## config.mk

```make
export PLATFORM = sky130hd
export DESIGN_NAME = dma_chan_ctrl
export DESIGN_NICKNAME = d
export VERILOG_FILES = /design/src/rtl/dma_cc_pkg.sv /design/src/rtl/dma_cc_ctrl.sv /design/src/rtl/dma_cc_count.sv /design/src/rtl/dma_cc_route.sv /design/src/rtl/dma_chan_ctrl.sv
export SDC_FILE = /design/constraint.sdc
export NUM_CORES = 1
export LEC_CHECK = 0
export ABC_AREA = 1
export CAP_MARGIN = 20
export CORE_UTILIZATION = 55
export DETAILED_ROUTE_END_ITERATION = 8
export DONT_BUFFER_PORTS = 1
export PLACE_DENSITY = 0.7
export SKIP_LAST_GASP = 1
export SLEW_MARGIN = 20
export SYNTH_ARGS = -nofsm -noshare
export SYNTH_HDL_FRONTEND = slang
export SYNTH_SLANG_ARGS = --single-unit
```

## constraint.sdc

```tcl
create_clock -name clk -period 0.9 [get_ports clk]
set_input_delay 0.18 -clock clk [delete_from_list [all_inputs] [get_ports clk]]
set_output_delay 0.18 -clock clk [all_outputs]
set_load 0.02 [all_outputs]
```

## src/rtl/dma_cc_pkg.sv

```systemverilog
package dma_cc_pkg;
  localparam int unsigned CTRL_BITS = 4;
  localparam int unsigned BIT_EN    = 0;
  localparam int unsigned BIT_IE    = 1;
  localparam int unsigned BIT_ACK   = 2;
  localparam int unsigned BIT_RPT   = 3;
  localparam logic        ADDR_CTRL = 1'b0;
  localparam logic        ADDR_CNT  = 1'b1;
endpackage

```

## src/rtl/dma_cc_ctrl.sv

```systemverilog
module dma_cc_ctrl
  import dma_cc_pkg::*;
(
  input  logic                 clk,
  input  logic                 rst_n,
  input  logic                 wr_ctrl,
  input  logic                 rd_ctrl,
  input  logic [CTRL_BITS-1:0] wdata,
  input  logic                 term,
  output logic                 en,
  output logic                 ie,
  output logic                 ack_en,
  output logic                 rpt,
  output logic                 armed
);
  logic en_nxt, ie_nxt, ack_nxt, rpt_nxt, armed_nxt;

  always_comb begin
    en_nxt    = en;
    ie_nxt    = ie;
    ack_nxt   = ack_en;
    rpt_nxt   = rpt;
    armed_nxt = armed;
    if (wr_ctrl) begin
      en_nxt    = wdata[BIT_EN] ? (en | armed) : 1'b0;
      ie_nxt    = wdata[BIT_IE];
      ack_nxt   = wdata[BIT_ACK];
      rpt_nxt   = wdata[BIT_RPT];
      armed_nxt = 1'b0;
    end else begin
      if (term)
        en_nxt = 1'b0;
      if (rd_ctrl)
        armed_nxt = ~en;
    end
  end

  always_ff @(posedge clk or negedge rst_n) begin
    if (!rst_n) begin
      en     <= 1'b0;
      ie     <= 1'b0;
      ack_en <= 1'b0;
      rpt    <= 1'b0;
      armed  <= 1'b0;
    end else begin
      en     <= en_nxt;
      ie     <= ie_nxt;
      ack_en <= ack_nxt;
      rpt    <= rpt_nxt;
      armed  <= armed_nxt;
    end
  end
endmodule

```

## src/rtl/dma_cc_count.sv

```systemverilog
module dma_cc_count #(
  parameter int unsigned CNT_W = 8
) (
  input  logic             clk,
  input  logic             rst_n,
  input  logic             wr_cnt,
  input  logic [CNT_W-1:0] wdata,
  input  logic             accept,
  input  logic             rpt,
  output logic [CNT_W-1:0] cnt,
  output logic             term
);
  localparam logic [CNT_W-1:0] ONE = CNT_W'(1);

  logic [CNT_W-1:0] cnt_nxt, reload, reload_nxt;
  logic             last;

  assign last = (cnt == ONE);
  assign term = accept & last & ~rpt;

  always_comb begin
    cnt_nxt    = cnt;
    reload_nxt = reload;
    if (wr_cnt) begin
      cnt_nxt    = wdata;
      reload_nxt = wdata;
    end else if (accept) begin
      if (last && rpt)
        cnt_nxt = reload;
      else
        cnt_nxt = cnt - ONE;
    end
  end

  always_ff @(posedge clk or negedge rst_n) begin
    if (!rst_n) begin
      cnt    <= '0;
      reload <= '0;
    end else begin
      cnt    <= cnt_nxt;
      reload <= reload_nxt;
    end
  end
endmodule

```

## src/rtl/dma_cc_route.sv

```systemverilog
module dma_cc_route (
  input  logic clk,
  input  logic rst_n,
  input  logic en,
  input  logic ack_en,
  input  logic act_req,
  output logic accept,
  output logic xfer_start,
  output logic src_clear,
  output logic cpu_irq
);
  logic start_nxt, clr_nxt, cpu_nxt;

  always_comb begin
    accept    = en & act_req;
    start_nxt = accept;
    clr_nxt   = accept & ack_en;
    cpu_nxt   = act_req & ~en;
  end

  always_ff @(posedge clk or negedge rst_n) begin
    if (!rst_n) begin
      xfer_start <= 1'b0;
      src_clear  <= 1'b0;
      cpu_irq    <= 1'b0;
    end else begin
      xfer_start <= start_nxt;
      src_clear  <= clr_nxt;
      cpu_irq    <= cpu_nxt;
    end
  end
endmodule

```

## src/rtl/dma_chan_ctrl.sv

```systemverilog
module dma_chan_ctrl
  import dma_cc_pkg::*;
#(
  parameter int unsigned DATA_W = 8,
  parameter int unsigned CNT_W  = 8
) (
  input  logic              clk,
  input  logic              rst_n,
  input  logic              reg_addr,
  input  logic              reg_wr,
  input  logic              reg_rd,
  input  logic [DATA_W-1:0] reg_wdata,
  output logic [DATA_W-1:0] reg_rdata,
  input  logic              act_req,
  output logic              xfer_start,
  output logic              src_clear,
  output logic              cpu_irq,
  output logic              end_irq
);
  logic rst_meta_n, rst_sync_n;
  logic wr_ctrl, rd_ctrl, wr_cnt;
  logic en, ie, ack_en, rpt, armed;
  logic accept, term;
  logic [CNT_W-1:0] cnt;

  always_ff @(posedge clk or negedge rst_n) begin
    if (!rst_n) begin
      rst_meta_n <= 1'b0;
      rst_sync_n <= 1'b0;
    end else begin
      rst_meta_n <= 1'b1;
      rst_sync_n <= rst_meta_n;
    end
  end

  assign wr_ctrl = reg_wr & (reg_addr == ADDR_CTRL);
  assign rd_ctrl = reg_rd & ~reg_wr & (reg_addr == ADDR_CTRL);
  assign wr_cnt  = reg_wr & (reg_addr == ADDR_CNT);

  dma_cc_ctrl u_ctrl (
    .clk     (clk),
    .rst_n   (rst_sync_n),
    .wr_ctrl (wr_ctrl),
    .rd_ctrl (rd_ctrl),
    .wdata   (reg_wdata[CTRL_BITS-1:0]),
    .term    (term),
    .en      (en),
    .ie      (ie),
    .ack_en  (ack_en),
    .rpt     (rpt),
    .armed   (armed)
  );

  dma_cc_count #(.CNT_W(CNT_W)) u_count (
    .clk    (clk),
    .rst_n  (rst_sync_n),
    .wr_cnt (wr_cnt),
    .wdata  (reg_wdata[CNT_W-1:0]),
    .accept (accept),
    .rpt    (rpt),
    .cnt    (cnt),
    .term   (term)
  );

  dma_cc_route u_route (
    .clk        (clk),
    .rst_n      (rst_sync_n),
    .en         (en),
    .ack_en     (ack_en),
    .act_req    (act_req),
    .accept     (accept),
    .xfer_start (xfer_start),
    .src_clear  (src_clear),
    .cpu_irq    (cpu_irq)
  );

  always_comb begin
    reg_rdata = '0;
    if (reg_addr == ADDR_CTRL) begin
      reg_rdata[BIT_EN]  = en;
      reg_rdata[BIT_IE]  = ie;
      reg_rdata[BIT_ACK] = ack_en;
      reg_rdata[BIT_RPT] = rpt;
    end else begin
      reg_rdata[CNT_W-1:0] = cnt;
    end
  end

  assign end_irq = ie & ~en;
endmodule

```

# Word level (Yosys, flattened, before mapping)
# Cells that the tools add are included.
[word_totals]
in_bits = 14
ff_bits = 26
[classes]
addsub = 1
mux = 10
n_reduce_logical = 4
bitwise_logic = 15
eq_ne = 1
[op_table]
columns = ["operator", "n"]
rows = [
  ["$mux W8", 3],
  ["$and A1 B1 Y1", 10],
  ["$eq A8 B1 Y1 const B", 1],
  ["$mux W4", 2],
  ["$sub A8 B1 Y8 const B", 1],
  ["$reduce_bool A2 Y1", 3],
  ["$mux W1", 5],
  ["$not A1 Y1", 4],
  ["$logic_and A1 B1 Y1", 1],
  ["$or A1 B1 Y1", 1],
]

# Logic depth before layout (Yosys ltp)
[logic_depth]
ltp_word = 5
ltp_mapped = 10
ltp_nobuf = 10

# Hierarchy
# Synthesis repeated with hierarchy kept, for this count alone.
[unflattened]
hier_cells = 199
area_unflattened_um2 = 1453.9
[modules_own_cells]
columns = ["module", "cells_per_inst", "area_each_um2", "seq_area_each_um2", "n_inst"]
rows = [
  ["dma_cc_count", 129, 968.4, 400.4, 1],
  ["dma_cc_ctrl", 28, 211.5, 125.1, 1],
  ["dma_chan_ctrl", 33, 173.9, 50.0, 1],
  ["dma_cc_route", 9, 100.1, 75.1, 1],
]

# Least setup slack after synthesis
# No wires, ideal clock.
[synth_path]
path_kind = "register to register"
start = "register u_count.cnt[1]"
end = "register u_count.cnt[1]"
setup_ns = 0.124
period_less_slack_ns = 1.409
path_slack_ns = -0.509
arrival_time_ns = 1.285
required_time_ns = 0.776
n_path_buf = 1
stages_incl_launch_ff = 9
cell_sequence = "dfrtp_1 -> inv_1 -> ha_1 -> inv_1 -> nor2_1 -> nand3_4 -> buf_6 -> o211ai_1 -> nand2_1"
[synth_between]
elab_chain_len = 5
word_cells_on_any_way = 6
[synth_lines]
columns = ["item", "line_no", "rtl"]
rows = [
  ["start: declaration", "dma_cc_count.sv:10", "output logic [CNT_W-1:0] cnt,"],
  ["start signal: assignment", "dma_cc_count.sv:40", "cnt <= cnt_nxt;"],
  ["parallel branches: the longest is 2 deep, another holds $sub A8 B1 Y8", "-", ""],
  ["$mux W8 (*)", "dma_cc_count.sv:28", "if (last && rpt)"],
  ["$mux W8 (*)", "dma_cc_count.sv:27", "end else if (accept) begin"],
  ["$mux W8 (*)", "dma_cc_count.sv:24", "if (wr_cnt) begin"],
]
# Mark *: on every way between the ends. The select of a mux whose other input is x is not followed.
# A chain may end at the register's enable or synchronous reset.

# Worst setup path in the final report
[layout_path]
start = "register u_count.cnt[1]"
end = "register u_count.cnt[7]"
# The elaborated chain is that of the path after synthesis.

==> impl_metrics.yaml <==
finish:
  area_growth_syn_to_layout_pct: 49.4
  nNetsFinal: 260
  post_layout_nonfiller_instances: 273
  final_common_cell: "nand2_1"
  drive_gt1_frac: 0.436
  mostFrequentLayoutCells: "nand2_1 (43), buf_4 (32), dfrtp_1 (23)"
  diodes: 0
timing:
  min_period_ns: 1.43
  slew_viol_final: 0
  fin_ws_ns: -0.532
  setup_violations: 24
  rsz0062_at_grt: "yes"
  skew_ns: 0.00596
  fmax_mhz: 698
  fin_crit_sh: 1.59
  fin_setup_tns_ns: -8.18
  hold_viol: 0
  whs_ns: 0.000923
clock_tree:
  clk_pin_slew_ns: 0.15
  clock_insertion_delay_worst_skew_ns: 0.34
  cts_sinks: 26
  cts_made_buffers: 3
  htreeDepth: 1
  clock_path_buffers: 2
  cts_tree: "done"
  cts_root_buf: "clkbuf_4"
placed_design:
  place_ws_ns: -0.484
  placed_cells: 249
  gp_congestion: 0.868
  numPortBuffers: 0
  dp_hpwl_microns: 2600
global_routing:
  grt_max_degree: 18
  grt_pass1_vias: 1485
  grt_util_all_layers: 0.350
  antenna_found_initial: 0
  grt_pass1_wl_microns: 6910
  grt_overflow_total: 0
synthesis:
  yosysTopAreaCellShare: 0.445
  async_flop_share: 1.00
  synth_area_leaders: "dfrtp_1 (44%), nand2_1 (15%), inv_1 (7.2%)"
  yosys.area.top_type: "dfrtp_1"
  synth_area_sq_mm: 0.00146
  ys_ff_latch: 26
  synth-edff-count: 0
  synthCells: 191
  synthFlopType: "dfrtp_1"
  avgSynthCellArea_sq_um: 7.66
  yosysWarnings: 0
  synth_nets: 207
  yosysUniqueCellTypes: 26
  yosysSeqAreaShare: 0.445
setup_path:
  critPathRequiredTime_ns: 1.14
  end_kind: "flip-flop"
  crit_fanout: 6
  regToRegStartpoint: "u_count.cnt[1]"
  path_depth: 9
  startpoint_type: "flip-flop"
  path_buf_inv: 2
  crit_path_start: "u_count.cnt[1]"
  critPathSlowestCell: "dfrtp_1"
  worstSetupPathType: "flip-flop to flip-flop"
  slowest_delay_ns: 0.44
  path_cells: "inv_2, ha_4, inv_2, nor2_4, nand3_4, nand2_4, nand2_2, nand2_2, a21oi_2"
  crit_family: "simple AND/OR/NAND/NOR gates"
  arrival_ns: 1.67
  rr_worst_depth: 9
power_and_ir_drop:
  total_leakage_power_nw: 1.11
  ir_worst_vdd_mv: 1.87
  p_per_area_mw_per_mm2: 2390
hold_path:
  holdPathStages: 2
  worstHoldStart: "reg_wdata[7]"
  min_path_type: "input port to flip-flop"
routing:
  via_per_inst: 5.64
  num_vias: 1539
  drc_errors: 0
  ant_nets: 0
  drt_pass1_iterations: 4
  first_iter_violations: 67
  wl_per_cell_microns: 16.9
  wirelength_microns: 4620
die:
  die_h_microns: 53.6
  die_w_microns: 53.6
  fp.dieArea_sq_mm: 0.00287
  num_rows: 18
  core_sq_mm: 0.00250
  io_pins: 26
  initial_core_util: 0.585
status:
  violations: "negative setup slack"
  outcome: "finished, violations left"
run:
  maxCapViolations: 0
==> layout make-up <==
| cell class | instances | area (sq um) |
|---|---|---|
| multi-input combinational | 131 | 868 |
| sequential | 26 | 654 |
| timing repair buffer | 51 | 443 |
| fill | 128 | 314 |
| inverter | 31 | 130 |
| tap | 30 | 37.5 |
| clock inverter | 1 | 30.0 |
| clock buffer | 3 | 22.5 |
==> cells by family after synthesis <==
logic type / share of synthesized area
flops: 0.445
mux: 0.00770
other cells: 0.00256
compound gates: 0.107
buf+inv: 0.108
xor+xnor: 0.0120
fa+ha+maj: 0.0171
simple gates: 0.301
==> stage by stage <==
step                utilization  cell area (sq um)  total power, mW
detailed placement        0.697               1740             3.50
CTS                       0.842               2100             4.89
global placement          0.697               1740             3.43
global route              0.874               2190             5.46
finish                    0.874               2190             5.21
floorplan                     -               1510             2.76
==> flip-flops by register name, summed over array words and instances (netlist names) <==
register            flops
u_ctrl.rpt              1
u_ctrl.ie               1
u_route.src_clear       1
u_route.cpu_irq         1
u_ctrl.armed            1
u_ctrl.ack_en           1
u_count.cnt             8
rst_meta_n              1
u_count.reload          8
u_route.xfer_start      1
u_ctrl.en               1
rst_sync_n              1
==> Yosys cell counts, types with 2 or more instances <==
| cell | count |
|---|---|
| nand3_2 | 4 |
| ha_1 | 2 |
| inv_2 | 2 |
| dfrtp_1 | 26 |
| nand2_2 | 4 |
| a21oi_2 | 4 |
| a21oi_1 | 2 |
| nand2_1 | 57 |
| inv_1 | 28 |
| buf_6 | 2 |
| o21ai_0 | 14 |
| o22ai_1 | 3 |
| nand3_1 | 13 |
| nor2_1 | 18 |
==> worst paths after layout <==
kind / end / slack [ns]
min in group asynchronous: rst_sync_n / 0.04
worst min-delay path: u_count.reload[7] / 0.0009
worst max register to register: u_count.cnt[7] / -0.53
worst max-delay path: u_count.cnt[7] / -0.53
worst min register to register: u_ctrl.ack_en / 0.21
max in group asynchronous: u_count.cnt[2] / 0.51
==> routing by layer <==
metal	vias to the layer above	GRT usage	share of wire
li1	698	-	-
met1	748	0.424	0.40
met2	77	0.581	0.51
met3	16	0.0819	0.061
met4	0	0.171	0.032
met5	-	0	0
==> where the power goes <==
group	leakage [nW]	switching [mW]	internal (mW)
registers	0.312	0.225	1.40
logic	0.775	1.48	1.28
clock network	0.0279	0.384	0.451
total	1.11	2.08	3.13
==> worst reg2reg max path, cell delays in order, from the launching register on <==
cell     delay (ns)
dfrtp_1        0.44
inv_2          0.10
ha_4           0.14
inv_2          0.04
nor2_4         0.15
nand3_4        0.14
nand2_4        0.14
nand2_2        0.07
nand2_2        0.07
a21oi_2        0.04
==> repair_timing <==
| action | in CTS | in global routing |
|---|---|---|
| setup buffers | 8 | 2 |
| pin swaps | 14 | 12 |
| resized for setup | 47 | 18 |
| hold buffers | 9 | 0 |
| endpoints found under the hold margin | 12 | 0 |
| cloned | 1 | 0 |
| setup endpoints to repair | 22 | 24 |
Power figures use the tool's default switching activity.
